File: src/rtl/kbd_rx_pkg.sv
package kbd_rx_pkg;
  typedef enum logic [1:0] {
    RX_WAIT_START = 2'd0,
    RX_DATA       = 2'd1,
    RX_PARITY     = 2'd2,
    RX_STOP       = 2'd3
  } rx_state_t;
endpackage

File: src/rtl/kbd_rst_sync.sv
module kbd_rst_sync #(
  parameter int STAGES = 2
) (
  input  logic clk,
  input  logic arst_n,
  output logic srst_n
);
  logic [STAGES-1:0] chain_q;

  always_ff @(posedge clk or negedge arst_n) begin
    if (!arst_n) chain_q <= '0;
    else         chain_q <= {chain_q[STAGES-2:0], 1'b1};
  end

  assign srst_n = chain_q[STAGES-1];
endmodule

File: src/rtl/kbd_pin_sync.sv
module kbd_pin_sync #(
  parameter int LINES  = 2,
  parameter int STAGES = 2
) (
  input  logic             clk,
  input  logic             rst_n,
  input  logic [LINES-1:0] pin_i,
  output logic [LINES-1:0] level_o,
  output logic [LINES-1:0] fall_o
);
  for (genvar g = 0; g < LINES; g++) begin : g_line
    logic [STAGES-1:0] sync_q;
    logic [STAGES-1:0] sync_d;
    logic              last_q;

    always_comb sync_d = {sync_q[STAGES-2:0], pin_i[g]};

    always_ff @(posedge clk or negedge rst_n) begin
      if (!rst_n) begin
        sync_q <= '1;
        last_q <= 1'b1;
      end else begin
        sync_q <= sync_d;
        last_q <= sync_q[STAGES-1];
      end
    end

    assign level_o[g] = sync_q[STAGES-1];
    assign fall_o[g]  = last_q & ~sync_q[STAGES-1];
  end
endmodule

File: src/rtl/kbd_frame_rx.sv
module kbd_frame_rx
  import kbd_rx_pkg::*;
#(
  parameter int DATA_BITS = 8
) (
  input  logic                 clk,
  input  logic                 rst_n,
  input  logic                 armed_i,
  input  logic                 hold_i,
  input  logic                 fall_i,
  input  logic                 dat_i,
  output logic                 done_o,
  output logic [DATA_BITS-1:0] byte_o,
  output logic                 par_o,
  output logic                 stop_o
);
  localparam int CNT_W = $clog2(DATA_BITS + 1);

  rx_state_t            st_q, st_d;
  logic [CNT_W-1:0]     cnt_q, cnt_d;
  logic [DATA_BITS-1:0] sh_q, sh_d;
  logic                 par_q, par_d;
  logic                 run;

  assign run = armed_i & ~hold_i;

  always_comb begin
    st_d  = st_q;
    cnt_d = cnt_q;
    sh_d  = sh_q;
    par_d = par_q;
    if (!run) begin
      st_d  = RX_WAIT_START;
      cnt_d = '0;
    end else if (fall_i) begin
      unique case (st_q)
        RX_WAIT_START: begin
          cnt_d = '0;
          if (!dat_i) st_d = RX_DATA;
        end
        RX_DATA: begin
          sh_d  = {dat_i, sh_q[DATA_BITS-1:1]};
          cnt_d = cnt_q + 1'b1;
          if (cnt_q == CNT_W'(DATA_BITS - 1)) st_d = RX_PARITY;
        end
        RX_PARITY: begin
          par_d = dat_i;
          st_d  = RX_STOP;
        end
        RX_STOP: begin
          st_d  = RX_WAIT_START;
          cnt_d = '0;
        end
        default: st_d = RX_WAIT_START;
      endcase
    end
  end

  always_ff @(posedge clk or negedge rst_n) begin
    if (!rst_n) begin
      st_q  <= RX_WAIT_START;
      cnt_q <= '0;
      sh_q  <= '0;
      par_q <= 1'b0;
    end else begin
      st_q  <= st_d;
      cnt_q <= cnt_d;
      sh_q  <= sh_d;
      par_q <= par_d;
    end
  end

  assign done_o = run & fall_i & (st_q == RX_STOP);
  assign byte_o = sh_q;
  assign par_o  = par_q;
  assign stop_o = dat_i;

  // the bit counter never runs past the data width
  a_r1_count_bound: assert property (@(posedge clk) disable iff (!rst_n)
    cnt_q <= CNT_W'(DATA_BITS));

  // losing the arm returns the receiver to waiting for a start bit
  a_r10_disarm_resets: assert property (@(posedge clk) disable iff (!rst_n)
    !armed_i |=> (st_q == RX_WAIT_START) && (cnt_q == '0));

  // a high level at a fall while waiting does not leave the wait state
  a_r11_high_start_ignored: assert property (@(posedge clk) disable iff (!rst_n)
    (run && fall_i && dat_i && st_q == RX_WAIT_START) |=> st_q == RX_WAIT_START);
endmodule

File: src/rtl/kbd_rx_regs.sv
module kbd_rx_regs #(
  parameter int DATA_BITS = 8
) (
  input  logic                 clk,
  input  logic                 rst_n,
  input  logic                 pin_en_i,
  input  logic                 rx_en_i,
  input  logic                 irq_en_i,
  input  logic                 clr_i,
  input  logic                 line_clk_i,
  input  logic                 line_dat_i,
  input  logic                 done_i,
  input  logic [DATA_BITS-1:0] byte_i,
  input  logic                 par_i,
  input  logic                 stop_i,
  output logic                 armed_o,
  output logic                 full_o,
  output logic                 par_err_o,
  output logic                 stop_o,
  output logic [DATA_BITS-1:0] byte_o,
  output logic                 irq_o,
  output logic                 clk_drv_n_o
);
  logic                 armed_q, armed_d;
  logic                 full_q, full_d;
  logic                 perr_q, perr_d;
  logic                 stop_q, stop_d;
  logic [DATA_BITS-1:0] byte_q, byte_d;
  logic                 bus_idle;

  assign bus_idle = line_clk_i & line_dat_i;

  always_comb begin
    armed_d = pin_en_i & rx_en_i & (armed_q | bus_idle);
    full_d  = full_q;
    perr_d  = perr_q;
    stop_d  = stop_q;
    byte_d  = byte_q;
    if (done_i) begin
      full_d = 1'b1;
      byte_d = byte_i;
      perr_d = ~(^{byte_i, par_i});
      stop_d = stop_i;
    end else if (clr_i) begin
      full_d = 1'b0;
    end
  end

  always_ff @(posedge clk or negedge rst_n) begin
    if (!rst_n) begin
      armed_q <= 1'b0;
      full_q  <= 1'b0;
      perr_q  <= 1'b0;
      stop_q  <= 1'b0;
      byte_q  <= '0;
    end else begin
      armed_q <= armed_d;
      full_q  <= full_d;
      perr_q  <= perr_d;
      stop_q  <= stop_d;
      byte_q  <= byte_d;
    end
  end

  assign armed_o     = armed_q;
  assign full_o      = full_q;
  assign par_err_o   = perr_q;
  assign stop_o      = stop_q;
  assign byte_o      = byte_q;
  assign irq_o       = full_q & irq_en_i;
  assign clk_drv_n_o = ~(full_q & pin_en_i);

  // arming happens only from an idle bus with both enables on
  a_r3_arm_from_idle: assert property (@(posedge clk) disable iff (!rst_n)
    $rose(armed_q) |-> $past(bus_idle && pin_en_i && rx_en_i));

  // the flag only falls after a clear request
  a_r9_clear_cause: assert property (@(posedge clk) disable iff (!rst_n)
    $fell(full_q) |-> $past(clr_i));

  // the stored byte is stable while the flag stays set
  a_r5_byte_held: assert property (@(posedge clk) disable iff (!rst_n)
    (full_q && $past(full_q)) |-> $stable(byte_q));
endmodule

File: src/rtl/kbd_rx_ctrl.sv
module kbd_rx_ctrl #(
  parameter int DATA_BITS   = 8,
  parameter int SYNC_STAGES = 2,
  parameter int RST_STAGES  = 2
) (
  input  logic                 clk,
  input  logic                 rst_n,
  input  logic                 pin_en_i,
  input  logic                 rx_en_i,
  input  logic                 irq_en_i,
  input  logic                 buf_clr_i,
  input  logic                 kclk_i,
  input  logic                 kdat_i,
  output logic                 kclk_drv_n_o,
  output logic                 kdat_drv_n_o,
  output logic                 rx_armed_o,
  output logic                 buf_full_o,
  output logic                 par_err_o,
  output logic                 stop_bit_o,
  output logic [DATA_BITS-1:0] rx_byte_o,
  output logic                 kclk_pin_o,
  output logic                 kdat_pin_o,
  output logic                 irq_o
);
  localparam int LINES = 2;
  localparam int L_CLK = 0;
  localparam int L_DAT = 1;

  logic                 srst_n;
  logic [LINES-1:0]     lvl, fall;
  logic                 frame_done;
  logic [DATA_BITS-1:0] frame_byte;
  logic                 frame_par, frame_stop;

  kbd_rst_sync #(.STAGES(RST_STAGES)) u_rst (
    .clk    (clk),
    .arst_n (rst_n),
    .srst_n (srst_n)
  );

  kbd_pin_sync #(.LINES(LINES), .STAGES(SYNC_STAGES)) u_sync (
    .clk     (clk),
    .rst_n   (srst_n),
    .pin_i   ({kdat_i, kclk_i}),
    .level_o (lvl),
    .fall_o  (fall)
  );

  kbd_frame_rx #(.DATA_BITS(DATA_BITS)) u_frame (
    .clk     (clk),
    .rst_n   (srst_n),
    .armed_i (rx_armed_o),
    .hold_i  (buf_full_o),
    .fall_i  (fall[L_CLK]),
    .dat_i   (lvl[L_DAT]),
    .done_o  (frame_done),
    .byte_o  (frame_byte),
    .par_o   (frame_par),
    .stop_o  (frame_stop)
  );

  kbd_rx_regs #(.DATA_BITS(DATA_BITS)) u_regs (
    .clk         (clk),
    .rst_n       (srst_n),
    .pin_en_i    (pin_en_i),
    .rx_en_i     (rx_en_i),
    .irq_en_i    (irq_en_i),
    .clr_i       (buf_clr_i),
    .line_clk_i  (lvl[L_CLK]),
    .line_dat_i  (lvl[L_DAT]),
    .done_i      (frame_done),
    .byte_i      (frame_byte),
    .par_i       (frame_par),
    .stop_i      (frame_stop),
    .armed_o     (rx_armed_o),
    .full_o      (buf_full_o),
    .par_err_o   (par_err_o),
    .stop_o      (stop_bit_o),
    .byte_o      (rx_byte_o),
    .irq_o       (irq_o),
    .clk_drv_n_o (kclk_drv_n_o)
  );

  assign kdat_drv_n_o = 1'b1;
  assign kclk_pin_o   = lvl[L_CLK];
  assign kdat_pin_o   = lvl[L_DAT];

  // a completed frame sets the flag on the next edge
  a_r5_done_sets_full: assert property (@(posedge clk) disable iff (!srst_n)
    frame_done |=> buf_full_o);

  // no frame completes while the buffer is full
  a_r5_no_done_when_full: assert property (@(posedge clk) disable iff (!srst_n)
    buf_full_o |-> !frame_done);

  // interrupt agrees with flag and enable
  a_r6_irq_follows_flag: assert property (@(posedge clk) disable iff (!srst_n)
    irq_o == (buf_full_o && irq_en_i));

  // with pins disabled the clock line is never driven
  a_r13_no_drive_when_off: assert property (@(posedge clk) disable iff (!srst_n)
    !pin_en_i |-> kclk_drv_n_o);
endmodule

File: config.mk
export PLATFORM = sky130hd
export DESIGN_NAME = kbd_rx_ctrl
export DESIGN_NICKNAME = d
export VERILOG_FILES = /design/src/rtl/kbd_rx_pkg.sv /design/src/rtl/kbd_rst_sync.sv /design/src/rtl/kbd_pin_sync.sv /design/src/rtl/kbd_frame_rx.sv /design/src/rtl/kbd_rx_regs.sv /design/src/rtl/kbd_rx_ctrl.sv
export SDC_FILE = /design/constraint.sdc
export NUM_CORES = 1
export LEC_CHECK = 0
export BUFFER_PORTS_ARGS = -buffer_cell sky130_fd_sc_hd__buf_2
export CORE_MARGIN = 1
export CORE_UTILIZATION = 55
export CTS_CLUSTER_SIZE = 30
export DETAILED_ROUTE_END_ITERATION = 8
export HOLD_SLACK_MARGIN = 0.1
export PLACE_DENSITY = 0.8
export SLEW_MARGIN = 30
export SYNTH_ARGS = -nofsm -noshare
export SYNTH_HDL_FRONTEND = slang
export SYNTH_SLANG_ARGS = --single-unit
File: constraint.sdc
create_clock -name clk -period 2.3 [get_ports clk]
set_input_delay 0.115 -clock clk [delete_from_list [all_inputs] [get_ports clk]]
set_output_delay 0.115 -clock clk [all_outputs]
set_load 0.05 [all_outputs]
### Word-level counts from Yosys, hierarchy flattened

Cells that the tools add are included.

* logic and storage cells: 54
* output and inout port bits: 17
* bits in registers: 34

* bitwise gates (word level): 14
* reductions and logical operators: 8
* add/sub/neg operators: 1
* muxes and demuxes: 10
* eq/ne operators: 8

Operators by type and width (number)
* $and A1 B1 Y1: 9
* $ne A3 B3 Y1 const B: 3
* $reduce_and A3 Y1: 3
* $reduce_xor A9 Y1: 1
* $mux W2: 4
* $mux W4: 2
* $pmux W2 S4: 1
* $pmux W4 S2: 1
* $add A4 B1 Y4 const B: 1
* $eq A2 B2 Y1 const B: 2
* $eq A4 B3 Y1 const B: 1
* $not A1 Y1: 4
* $eq A2 B1 Y1 const B: 1
* $logic_not A2 Y1: 1
* $mux W1: 2
* $ne A2 B1 Y1 const B: 1
* $reduce_and A2 Y1: 1
* $reduce_bool A2 Y1: 1
* $reduce_or A2 Y1: 1
* $or A1 B1 Y1: 1

### Logic depth before layout (Yosys ltp)

Gate-level depths: netlist (run 1).

* depth after elaboration: 5
* gate-level depth with buffers: 7

### Hierarchy

From an unflattened synthesis (run 1), not the netlist that was laid out.

* cells, all modules: 122
* area, all modules: 1644.1 um2

By module, submodules not included
* kbd_frame_rx: instances 1, area each 835.8 um2, cells an instance 69, sequential area each 375.4 um2
* kbd_rx_regs: instances 1, area each 543.0 um2, cells an instance 38, sequential area each 300.3 um2
* kbd_pin_sync: instances 1, area each 200.2 um2, cells an instance 10, sequential area each 157.7 um2
* kbd_rst_sync: instances 1, area each 53.8 um2, cells an instance 3, sequential area each 50.0 um2
* kbd_rx_ctrl: instances 1, area each 11.3 um2, cells an instance 2, sequential area each 0.0 um2

### Worst setup path before layout (run 1)

OpenSTA, ideal clock, no wires.

* path kind: reg2reg
* start: reg u_regs.armed_q, in the netlist u_regs.armed_o
* end: reg u_regs.byte_q[0], in the netlist u_regs.byte_o[0]
* arrival: 1.546 ns
* setup slack: 0.629 ns
* clock period less this slack: 1.671 ns
* required time: 2.175 ns
* stages on the path, launching flop included: 6
* cells stage by stage: dfrtp_1 or2b_4 nor2_4 nand2_2 buf_6 mux2_2

* longest elaborated chain between the ends: 3

Ends and longest elaborated chain
* from (decl): RTL line kbd_rx_regs.sv:24 `logic armed_q, armed_d;`
* from (signal assigned): RTL line kbd_rx_regs.sv:57 `armed_q <= armed_d;`
* $and A1 B1 Y1: RTL line kbd_frame_rx.sv:25 `assign run = armed_i & ~hold_i;`
* $and A1 B1 Y1 (2 in a row): RTL line kbd_frame_rx.sv:73 `assign done_o = run & fall_i & (st_q == RX_STOP);`
* to (signal assigned): RTL line kbd_rx_regs.sv:61 `byte_q <= byte_d;`
* to (decl): RTL line kbd_rx_regs.sv:28 `logic [DATA_BITS-1:0] byte_q, byte_d;`

Every way passes these cells.
A chain may end at the register's enable or synchronous reset.

### Worst setup path after layout (run 1)

* start: reg u_frame.st_q[0]
* end: reg u_frame.cnt_q[3]

* longest elaborated chain between the ends: 5
* elaborated cells between the ends (all ways): 9
* classes of those cells: eq/ne (3); mux (3); reduce/logical (3)

Ends and longest elaborated chain
* from (decl): RTL line kbd_frame_rx.sv:19 `rx_state_t st_q, st_d;`
* from (signal assigned): RTL line kbd_frame_rx.sv:66 `st_q <= st_d;`
* $eq A2 B2 Y1 / $logic_not A2 Y1 (equally long branches): RTL line kbd_frame_rx.sv:36 `unique case (st_q)`
* $reduce_or A2 Y1 (no line)
* $pmux W4 S2: RTL line kbd_frame_rx.sv:36
* $mux W4: RTL line kbd_frame_rx.sv:35 `end else if (fall_i) begin`
* $mux W4: RTL line kbd_frame_rx.sv:32 `if (!run) begin`
* to (signal assigned): RTL line kbd_frame_rx.sv:67 `cnt_q <= cnt_d;`
* to (decl): RTL line kbd_frame_rx.sv:20 `logic [CNT_W-1:0] cnt_q, cnt_d;`

Parallel ways exist; a longest one is shown, timed or not. The select of a mux whose other input is x is not followed.

==> insert_results.sql, run 1 <==
INSERT INTO impl_metrics (metric_group, metric, value, unit) VALUES
('logic_synthesis', 'synthXorXnorAreaFrac', '5.08', '%'),
('timing', 'min_period', '1.74', 'ns'),
('global_routing', 'grt_antenna_before_repair', '0', ''),
('power', 'sequential_fraction_of_design_power', '56.1', '%'),
('layout', 'area_growth', '19.4', '%'),
('critical_path', 'critical_path_startpoint_category', 'flip-flop', ''),
('clocking', 'clock_tree.buffer_depth', '2', ''),
('power', 'power_density', '622', 'nW/µm²'),
('placed_design', 'place.gp.congestion', '0.680', ''),
('route', 'wl_met1', '1080', 'µm'),
('logic_synthesis', 'syn-mean-instance-area', '13.4', 'µm²'),
('global_routing', 'grt_start_max_net_pins', '24', ''),
('timing', 'slew_viol_final', '0', ''),
('logic_synthesis', 'synth_compound_area_share', '4.23', '%'),
('power', 'internal_power', '0.859', 'mW'),
('logic_synthesis', 'synthAdderAreaFrac', '5.08', '%'),
('critical_path', 'worst-endpoint-arrival', '1.97', 'ns'),
('timing', 'hold-worst-slack', '0.155', 'ns'),
('global_routing', 'gr-usage-all-layers', '23.1', '%'),
('clocking', 'numCtsBuffers', '5', ''),
('placed_design', 'port_buffer_count', '23', ''),
('power', 'p_sw_share', '21.8', '%'),
('route', 'detail_route.vias_per_cell', '5.25', ''),
('floorplan', 'fp.coreArea', '2500', 'µm²'),
('critical_path', 'crit_type', 'reg -> reg', ''),
('run_status', 'status', 'completed', ''),
('layout', 'final_core_utilization', '70.6', '%'),
('logic_synthesis', 'synth_warnings', '0', ''),
('route', 'wl_per_cell', '15.2', 'µm'),
('power', 'report.power.total', '1.10', 'mW'),
('timing', 'final-setup-viol-count', '0', ''),
('clocking', 'cts_tree', 'yes', ''),
('power', 'static-leakage-power', '0.905', 'nW'),
('timing', 'final_critical_path_setup_slack', '0.562', 'ns'),
('floorplan', 'horizontal_die_dimension', '53.8', 'µm'),
('worst_hold_path', 'hold_path_class', 'reg -> async', ''),
('logic_synthesis', 'netlist_instances', '110', ''),
('critical_path', 'cp_max_fo', '6', ''),
('route', 'first_pass_iters', '4', ''),
('floorplan', 'chip_height', '53.8', 'µm'),
('clocking', 'root_buffer', 'sky130_fd_sc_hd__clkbuf_4', ''),
('clocking', 'ctsHtreeMaxLevel', '2', ''),
('flow_run', 'max-cap-violations', '0', ''),
('logic_synthesis', 'synthFlopType', 'sky130_fd_sc_hd__dfrtp_1', ''),
('power', 'combPwrFrac', '4.8', '%'),
('logic_synthesis', 'yosys_register_bits', '34', ''),
('route', 'drt-total-wl', '2690', 'µm'),
('floorplan', 'pin_count', '25', ''),
('route', 'antenna_left', '0', ''),
('route', 'top_layer', 'met4', ''),
('route', 'met2WireLength', '1360', 'µm'),
('logic_synthesis', 'synthesis.area', '1480', 'µm²'),
('power', 'clock_power_share', '39.1', '%'),
('critical_path', 'worstSetupEndpointType', 'flip-flop', ''),
('clocking', 'postCtsSetupRepairBufs', '0', ''),
('logic_synthesis', 'synth-edff-count', '0', ''),
('route', 'route.detailed.drc', '0', ''),
('floorplan', 'design.die.area', '2900', 'µm²'),
('critical_path', 'worstPathRequired', '2.53', 'ns'),
('global_routing', 'grt_pass1_wl', '4330', 'µm'),
('route', 'route.vias.total', '929', ''),
('layout', 'proportion_of_layout_cells_with_a_drive_suffix_above_1', '40.1', '%'),
('layout', 'design.final.nets', '160', ''),
('placed_design', 'dpl.hpwl', '1690', 'µm'),
('clocking', 'clkSinkCount', '34', ''),
('layout', 'n_antenna_cell', '0', ''),
('logic_synthesis', 'dominant_combinational_cell_family_by_area_after_synthesis', 'multiplexers', ''),
('global_routing', 'grt_overflow_total', '0', ''),
('clocking', 'clk_latency', '0.34', 'ns'),
('critical_path', 'worstRegToRegCells', '6', ''),
('timing', 'max_clock_freq', '575', 'MHz');
## power groups by stage
stage               logic (mW)  registers (mW)  clock network [mW]
CTS                     0.0520           0.617               0.431
global placement        0.0416           0.627                   0
finish                  0.0527           0.616               0.429
floorplan               0.0162           0.640                   0
detailed placement      0.0425           0.628                   0
global route            0.0573           0.619               0.457
## metrics by stage
| stage | instances | instance area (µm²) |
|---|---|---|
| final | 177 | 1760 |
| after global routing | 177 | 1760 |
| after CTS | 177 | 1760 |
| after detailed placement | 162 | 1620 |
| after global placement | 162 | 1620 |
| after floorplan | 111 | 1480 |
## repair_timing
action                                 in CTS  in global routing
gates resized for setup                     0                  0
setup endpoints to repair                   0                  0
hold buffers                                7                  0
endpoints found under the hold margin       6                  0
## cells in the mapped netlist (2+ instances only)
cell | number | area share, %
sky130_fd_sc_hd__xnor2_1 | 4 | 2.4
sky130_fd_sc_hd__dfstp_2 | 5 | 8.9
sky130_fd_sc_hd__ha_1 | 6 | 5.1
sky130_fd_sc_hd__nand2_1 | 4 | 1.0
sky130_fd_sc_hd__nand3b_1 | 2 | 1.0
sky130_fd_sc_hd__a21oi_1 | 3 | 1.0
sky130_fd_sc_hd__o21ai_0 | 2 | 0.68
sky130_fd_sc_hd__nand2_2 | 2 | 0.85
sky130_fd_sc_hd__mux2_2 | 19 | 14
sky130_fd_sc_hd__xor2_1 | 2 | 1.2
sky130_fd_sc_hd__nor2_1 | 11 | 2.8
sky130_fd_sc_hd__mux2i_1 | 2 | 1.4
sky130_fd_sc_hd__inv_1 | 4 | 1.0
sky130_fd_sc_hd__dfrtp_1 | 29 | 49
## per-layer routing
metal,track usage [%],vias to the layer above
met3,9.04,9
li1,-,438
met4,13.6,0
met1,25.7,449
met5,0,-
met2,37.2,33
## path summary, 6_finish.rpt
check / startpoint / to / slack [ns]
worst max-delay path: u_frame.st_q[0]$_DFFE_PN0P_ / u_frame.cnt_q[3]$_DFFE_PN0P_ / 0.56
worst min register to register: u_rst.chain_q[1]$_DFF_PN0_ / u_regs.byte_o[7]$_DFFE_PN0P_ / 0.16
worst max register to register: u_frame.st_q[0]$_DFFE_PN0P_ / u_frame.cnt_q[3]$_DFFE_PN0P_ / 0.56
max in group asynchronous: u_rst.chain_q[1]$_DFF_PN0_ / u_frame.cnt_q[3]$_DFFE_PN0P_ / 1.51
worst min-delay path: u_rst.chain_q[1]$_DFF_PN0_ / u_regs.byte_o[7]$_DFFE_PN0P_ / 0.16
min in group clk: u_sync.g_line[1].sync_q[0]$_DFF_PN1_ / u_sync.g_line[1].sync_q[1]$_DFF_PN1_ / 0.36
## worst max-delay path: stages, from the launching register on
cell                      delay (ns)
sky130_fd_sc_hd__dfrtp_1        0.41
sky130_fd_sc_hd__inv_1          0.11
sky130_fd_sc_hd__ha_1           0.25
sky130_fd_sc_hd__or3b_1         0.44
sky130_fd_sc_hd__a21o_1         0.18
sky130_fd_sc_hd__a22oi_1        0.18
sky130_fd_sc_hd__nor2_1         0.06
## cells by family (layout without fill, tap and decap cells)
family | after synthesis | after routing
flops | 34 | 34
mux | 21 | 21
compound gates | 9 | 9
simple gates | 25 | 25
xor+xnor | 7 | 7
other cells | 1 | 2
fa+ha+maj | 6 | 6
buf+inv | 7 | 43
## state kept, by name (all words and copies together), names as in the netlist
name	cells
u_frame.byte_o	8
u_frame.cnt_q	4
u_frame.par_o	1
u_frame.st_q	2
u_regs.armed_o	1
u_regs.byte_o	8
u_regs.full_o	1
u_regs.par_err_o	1
u_regs.stop_o	1
u_rst.chain_q	2
u_sync.g_line.last_q	1
u_sync.g_line.sync_q	4
## cells in the final DEF, fill, tap and decap left out, types with 2 or more instances in the layout
cell and n:
sky130_fd_sc_hd__conb_1 2, sky130_fd_sc_hd__nor2_1 11, sky130_fd_sc_hd__nand2_1 4, sky130_fd_sc_hd__dlygate4sd3_1 7
sky130_fd_sc_hd__dfrtp_1 29, sky130_fd_sc_hd__mux2i_1 2, sky130_fd_sc_hd__xor2_1 2, sky130_fd_sc_hd__dfstp_2 5
sky130_fd_sc_hd__clkbuf_4 5, sky130_fd_sc_hd__a21oi_1 3, sky130_fd_sc_hd__ha_1 6, sky130_fd_sc_hd__inv_1 4
sky130_fd_sc_hd__nand2_2 2, sky130_fd_sc_hd__o21ai_0 2, sky130_fd_sc_hd__mux2_2 19, sky130_fd_sc_hd__xnor2_1 4
sky130_fd_sc_hd__clkbuf_1 2, sky130_fd_sc_hd__nand3b_1 2, sky130_fd_sc_hd__buf_2 23
## cell type report
| class | count | area, µm² |
|---|---|---|
| Clock buffer | 7 | 45.0 |
| Clock inverter | 1 | 30.0 |
| Fill cell | 167 | 736 |
| Inverter | 4 | 15.0 |
| Multi-Input combinational cell | 70 | 587 |
| Sequential cell | 34 | 857 |
| Tap cell | 30 | 37.5 |
| Timing Repair Buffer | 31 | 193 |
No activity file was read; power rests on OpenSTA's default activity.
==> run 2, diff against run 1 <==
Settings changed: CORE_UTILIZATION 55 to 49, PLACE_DENSITY 0.8 to 0.76.
Clock period 2.3 ns to 1.51 ns, I/O delays scaled along.
==> insert_results.sql, run 2 (synthesis gave the netlist of run 1 again) <==
INSERT INTO impl_metrics (metric_group, metric, value, unit) VALUES
('power', 'clock_power_share', '45.7', '%'),
('power', 'sequential_fraction_of_design_power', '49.1', '%'),
('placed_design', 'placed_area', '1710', 'µm²'),
('power', 'power_density', '983', 'nW/µm²'),
('clocking', 'clkSinkCount', '34', ''),
('critical_path', 'crit_type', 'reg -> reg', ''),
('layout', 'area_growth', '31.0', '%'),
('clocking', 'cts.reportedPaths.clkPinSlew', '0.12', 'ns'),
('run_status', 'status', 'finished with violations', ''),
('floorplan', 'chip_height', '56.9', 'µm'),
('timing', 'final-setup-viol-count', '1', ''),
('timing', 'clock-skew-final', '0.0181', 'ns'),
('global_routing', 'gr-usage-all-layers', '17.9', '%'),
('critical_path', 'worstReg2RegStart', 'u_frame.st_q[0]$_DFFE_PN0P_', ''),
('floorplan', 'pin_count', '25', ''),
('floorplan', 'design.die.area', '3240', 'µm²'),
('placed_design', 'place_worst_setup_slack', '-0.00348', 'ns'),
('clocking', 'root_buffer', 'sky130_fd_sc_hd__clkbuf_4', ''),
('route', 'detail_route.iter0.violations', '34', ''),
('critical_path', 'crit_path_cell_trace', 'inv_2 -> ha_4 -> or3b_4 -> a21o_1 -> a22oi_2 -> nor2_1', ''),
('timing', 'min_period', '1.52', 'ns'),
('critical_path', 'timing.critical_path.buf_inv', '1', ''),
('critical_path', 'worst-endpoint-arrival', '1.75', 'ns'),
('critical_path', 'worstPathRequired', '1.74', 'ns'),
('critical_path', 'critical_path_startpoint_category', 'flip-flop', ''),
('layout', 'design.final.nets', '171', ''),
('critical_path', 'worstSetupEndpointType', 'flip-flop', ''),
('layout', 'final_cell_mix', 'sky130_fd_sc_hd__dfrtp_1 (27), sky130_fd_sc_hd__buf_2 (23), sky130_fd_sc_hd__mux2_2 (19)', ''),
('power', 'internal_power', '1.53', 'mW'),
('layout', 'layout.cells.most_common', 'sky130_fd_sc_hd__dfrtp_1', ''),
('power', 'power_switching', '0.374', 'mW'),
('route', 'drt-total-wl', '2480', 'µm'),
('global_routing', 'via_count_of_the_first_global_routing_pass', '1014', ''),
('layout', 'final_core_utilization', '69.0', '%'),
('critical_path', 'cell_type_of_the_slowest_stage_on_the_worst_timing_path', 'sky130_fd_sc_hd__or3b_4', ''),
('floorplan', 'fp.coreArea', '2810', 'µm²'),
('clocking', 'ctsHtreeMaxLevel', '2', ''),
('placed_design', 'port_buffer_count', '23', ''),
('clocking', 'clk_latency', '0.34', 'ns'),
('placed_design', 'place.gp.congestion', '0.711', ''),
('timing', 'final_critical_path_setup_slack', '-0.00727', 'ns'),
('floorplan', 'fp-row-count', '19', ''),
('route', 'route.detailed.drc', '6', ''),
('timing', 'finalHoldViolations', '0', ''),
('power', 'combPwrFrac', '5.2', '%'),
('floorplan', 'initial_standard_cell_utilization_of_the_core', '52.7', '%'),
('power', 'worst_ir_drop_vdd', '1080', 'µV'),
('layout', 'proportion_of_layout_cells_with_a_drive_suffix_above_1', '51.3', '%'),
('global_routing', 'grt_antenna_before_repair', '0', ''),
('timing', 'slew_viol_final', '0', ''),
('clocking', 'cts_tree', 'yes', ''),
('route', 'detail_route.vias_per_cell', '5.06', ''),
('global_routing', 'grt_pass1_wl', '4290', 'µm'),
('power', 'static-leakage-power', '0.997', 'nW'),
('global_routing', 'grt_overflow_total', '0', ''),
('timing', 'min_period_over_period', '100', '%'),
('layout', 'n_antenna_cell', '0', ''),
('timing', 'grt_setup_unrepaired', 'yes', ''),
('route', 'first_pass_iters', '6', ''),
('timing', 'max_clock_freq', '659', 'MHz'),
('clocking', 'numCtsBuffers', '5', ''),
('layout', 'layout.cell_area.non_filler', '1940', 'µm²'),
('route', 'route.vias.total', '957', ''),
('critical_path', 'cp_max_fo', '4', ''),
('route', 'antenna_left', '0', ''),
('critical_path', 'worst_path_largest_cell_delay', '0.40', 'ns'),
('floorplan', 'horizontal_die_dimension', '56.9', 'µm'),
('run_status', 'failed_checks', 'design-rule violations, negative setup slack', ''),
('power', 'p_sw_share', '19.7', '%'),
('clocking', 'clock_tree.buffer_depth', '2', ''),
('global_routing', 'grt_start_max_net_pins', '20', ''),
('route', 'wl_per_cell', '13.1', 'µm'),
('critical_path', 'timing.critical_path.max_delay_family', 'simple AND/OR/NAND/NOR gates', ''),
('critical_path', 'setup.worst_path.start', 'u_frame.st_q[0]$_DFFE_PN0P_', ''),
('flow_run', 'max-cap-violations', '0', ''),
('worst_hold_path', 'hold_path_class', 'reg -> async', '');
[run 2: cell count changes in the layout (fill, tap and decap cells not counted), sizes merged]
cell	delta
buf	+11
bufinv	+1
clkbuf	-1
[run 2: final timing paths]
kind	slack, ns	end	cells past startpoint
min in group clk	0.36	u_sync.g_line[0].sync_q[1]$_DFF_PN1_	0
hold reg to reg	0.20	u_frame.st_q[0]$_DFFE_PN0P_	1
hold / removal	0.20	u_frame.st_q[0]$_DFFE_PN0P_	1
setup reg to reg	-0.007	u_frame.cnt_q[3]$_DFFE_PN0P_	6
setup / recovery	-0.007	u_frame.cnt_q[3]$_DFFE_PN0P_	6
max in group asynchronous	0.82	u_rst.chain_q[1]$_DFF_PN0_	3
[run 2: cell type report]
cell class / instances / area [µm²]
clock buffers: 6 / 51.3
clock inverters: 2 / 60.1
fillers: 217 / 870
inverters: 4 / 15.0
multi-input cells: 70 / 636
flip-flops and latches: 34 / 860
well taps: 31 / 38.8
repair buffers: 42 / 275
[run 2: through the flow]
step / total power [mW] / TNS [ns] / hold slack, ns / instances
after floorplan: 1.00 / -0.905 / -0.220 / 111
after global placement: 1.03 / 0 / -0.139 / 172
after detailed placement: 1.03 / -0.00348 / -0.134 / 172
after CTS: 1.92 / 0 / 0.221 / 187
after global routing: 1.98 / -0.302 / 0.243 / 189
final: 1.90 / -0.00727 / 0.199 / 189
[run 2: repair_timing]
item | CTS | global route
hold buffers | 7 | 0
setup endpoints to repair | 2 | 16
buffers inserted | 0 | 2
resized for setup | 2 | 4
pin swaps | 1 | 0
hold endpoints to repair | 6 | 0
[run 2: power by group through the flow]
stage / Combinational (mW) / Sequential, mW / Clock [mW]
global route: 0.107 / 0.937 / 0.932
finish: 0.0982 / 0.935 / 0.871
CTS: 0.0965 / 0.934 / 0.890
global placement: 0.0792 / 0.951 / 0
detailed placement: 0.0812 / 0.952 / 0
floorplan: 0.0268 / 0.976 / 0
[run 2: per-layer routing]
metal  vias up  share of wire [%]  track usage (%)
met5         -                  0                0
met2        26                 49             27.9
met4         0                2.1             10.8
met1       458                 44             22.3
li1        466                  -                -
met3         7                4.8             4.84
==> run 3, diff against run 2 <==
Settings changed: PLACE_DENSITY 0.76 to 0.74.
==> insert_results.sql, run 3 (synthesis gave the netlist of run 1 again) <==
INSERT INTO impl_metrics (metric_group, metric, value, unit) VALUES
('floorplan', 'horizontal_die_dimension', '56.9', 'µm'),
('route', 'detail_route.vias_per_cell', '5.19', ''),
('route', 'antenna_left', '0', ''),
('clocking', 'cts_tree', 'yes', ''),
('critical_path', 'worstPathRequired', '1.73', 'ns'),
('layout', 'layout.cells.most_common', 'sky130_fd_sc_hd__dfrtp_1', ''),
('timing', 'final_critical_path_setup_slack', '-0.0238', 'ns'),
('timing', 'min_period', '1.53', 'ns'),
('critical_path', 'worstSetupEndpointType', 'flip-flop', ''),
('timing', 'clock-skew-final', '0.00859', 'ns'),
('run_status', 'failed_checks', 'design-rule violations, negative setup slack', ''),
('route', 'drt-total-wl', '2670', 'µm'),
('timing', 'finalHoldViolations', '0', ''),
('critical_path', 'crit_type', 'reg -> reg', ''),
('timing', 'min_period_over_period', '102', '%'),
('layout', 'area_growth', '33.9', '%'),
('layout', 'design.final.nets', '172', ''),
('placed_design', 'dpl.hpwl', '1950', 'µm'),
('global_routing', 'grt_start_max_net_pins', '15', ''),
('floorplan', 'fp.coreArea', '2810', 'µm²'),
('clocking', 'clock_tree.buffer_depth', '2', ''),
('clocking', 'clkSinkCount', '34', ''),
('global_routing', 'gr-usage-all-layers', '19.3', '%'),
('flow_run', 'max-cap-violations', '0', ''),
('placed_design', 'place.gp.congestion', '0.756', ''),
('clocking', 'numCtsBuffers', '5', ''),
('route', 'wl_per_cell', '14.1', 'µm'),
('layout', 'n_antenna_cell', '0', ''),
('global_routing', 'grt_overflow_total', '0', ''),
('critical_path', 'critical_path_startpoint_category', 'flip-flop', ''),
('route', 'first_pass_iters', '6', ''),
('floorplan', 'design.die.area', '3240', 'µm²'),
('power', 'static-leakage-power', '1.01', 'nW'),
('run_status', 'status', 'finished with violations', ''),
('timing', 'hold-worst-slack', '0.206', 'ns'),
('timing', 'grt_setup_unrepaired', 'yes', ''),
('timing', 'final-setup-viol-count', '1', ''),
('power', 'power_density', '959', 'nW/µm²'),
('timing', 'slew_viol_final', '0', ''),
('clocking', 'root_buffer', 'sky130_fd_sc_hd__clkbuf_4', ''),
('route', 'route.detailed.drc', '4', ''),
('power', 'report.power.total', '1.90', 'mW'),
('critical_path', 'worst-endpoint-arrival', '1.75', 'ns'),
('global_routing', 'grt_antenna_before_repair', '0', ''),
('placed_design', 'port_buffer_count', '23', ''),
('critical_path', 'cp_max_fo', '4', ''),
('clocking', 'cts.reportedPaths.clkPinSlew', '0.11', 'ns'),
('route', 'detail_route.iter0.violations', '14', ''),
('global_routing', 'grt_pass1_wl', '4600', 'µm'),
('power', 'worst_ir_drop_vdd', '885', 'µV'),
('floorplan', 'chip_height', '56.9', 'µm'),
('floorplan', 'pin_count', '25', ''),
('floorplan', 'initial_standard_cell_utilization_of_the_core', '52.7', '%'),
('clocking', 'clk_latency', '0.33', 'ns'),
('route', 'route.vias.total', '987', ''),
('timing', 'max_clock_freq', '652', 'MHz'),
('clocking', 'ctsHtreeMaxLevel', '2', ''),
('layout', 'final_cell_mix', 'sky130_fd_sc_hd__dfrtp_1 (26), sky130_fd_sc_hd__buf_2 (23), sky130_fd_sc_hd__mux2_2 (19)', ''),
('worst_hold_path', 'hold_path_class', 'reg -> async', ''),
('floorplan', 'fp-row-count', '19', ''),
('layout', 'proportion_of_layout_cells_with_a_drive_suffix_above_1', '54.1', '%'),
('global_routing', 'via_count_of_the_first_global_routing_pass', '1095', '');
[run 3: cell count changes in the layout (fill, tap and decap cells not counted), sizes merged]
| cell | change |
|---|---|
| buf | +1 |
[run 3: final cells by class]
type                            instances  area (µm²)
Sequential cell                        34         861
Fill cell                             206         827
Multi-Input combinational cell         70         653
Timing Repair Buffer                   43         299
Clock inverter                          2        60.1
Clock buffer                            6        51.3
Tap cell                               31        38.8
Inverter                                4        15.0
[run 3: metrics by stage]
step	instances	TNS (ns)	area [µm²]	setup slack, ns	util, %
CTS	188	0	1920	0.000888	68.3
finish	190	-0.0238	1980	-0.0238	70.5
floorplan	111	-0.905	1510	-0.0684	-
global placement	173	0	1730	0.0426	61.7
detailed placement	173	-0.0498	1730	-0.0431	61.7
global route	190	-0.171	1980	-0.0533	70.5
[run 3: where the power goes]
part	internal [mW]	switching [mW]	total [mW]
clock network	0.561	0.297	0.858
registers	0.926	0.0139	0.940
logic	0.0465	0.0528	0.0993
total	1.53	0.364	1.90
[run 3: timing repair]
action | 4_1_cts | 5_1_grt
pin swaps | 0 | 2
hold endpoints to repair | 6 | 0
setup endpoints to repair | 2 | 16
cloned | 0 | 0
resized for setup | 2 | 10
hold buffers | 7 | 0
setup buffers | 0 | 2
[run 3: routing by layer]
metal / part of all wire (%) / vias to the layer above / global-route usage, %
li1: - / 464 / -
met1: 42 / 490 / 22.0
met2: 52 / 26 / 33.6
met3: 3.6 / 7 / 4.84
met4: 1.7 / 0 / 9.41
met5: 0 / - / 0
[run 3: critical path, stage by stage (launching register included)]
cell,delay (ns)
sky130_fd_sc_hd__dfrtp_1,0.39
sky130_fd_sc_hd__inv_2,0.08
sky130_fd_sc_hd__ha_4,0.16
sky130_fd_sc_hd__or3b_4,0.40
sky130_fd_sc_hd__a21o_1,0.17
sky130_fd_sc_hd__a22oi_1,0.16
sky130_fd_sc_hd__nor2_1,0.06
[run 3: path summary, 6_finish.rpt]
| check | from | endpoint | slack (ns) | depth (start not counted) |
|---|---|---|---|---|
| setup reg to reg | u_frame.st_q[0]$_DFFE_PN0P_ | u_frame.cnt_q[3]$_DFFE_PN0P_ | -0.02 | 6 |
| min in group clk | u_sync.g_line[0].sync_q[0]$_DFF_PN1_ | u_sync.g_line[0].sync_q[1]$_DFF_PN1_ | 0.36 | 0 |
| hold reg to reg | u_rst.chain_q[1]$_DFF_PN0_ | u_frame.byte_o[4]$_DFFE_PN0P_ | 0.21 | 0 |
| setup / recovery | u_frame.st_q[0]$_DFFE_PN0P_ | u_frame.cnt_q[3]$_DFFE_PN0P_ | -0.02 | 6 |
| hold / removal | u_rst.chain_q[1]$_DFF_PN0_ | u_frame.byte_o[4]$_DFFE_PN0P_ | 0.21 | 0 |
| max in group asynchronous | u_rst.chain_q[1]$_DFF_PN0_ | u_sync.g_line[0].last_q$_DFF_PN1_ | 0.77 | 1 |
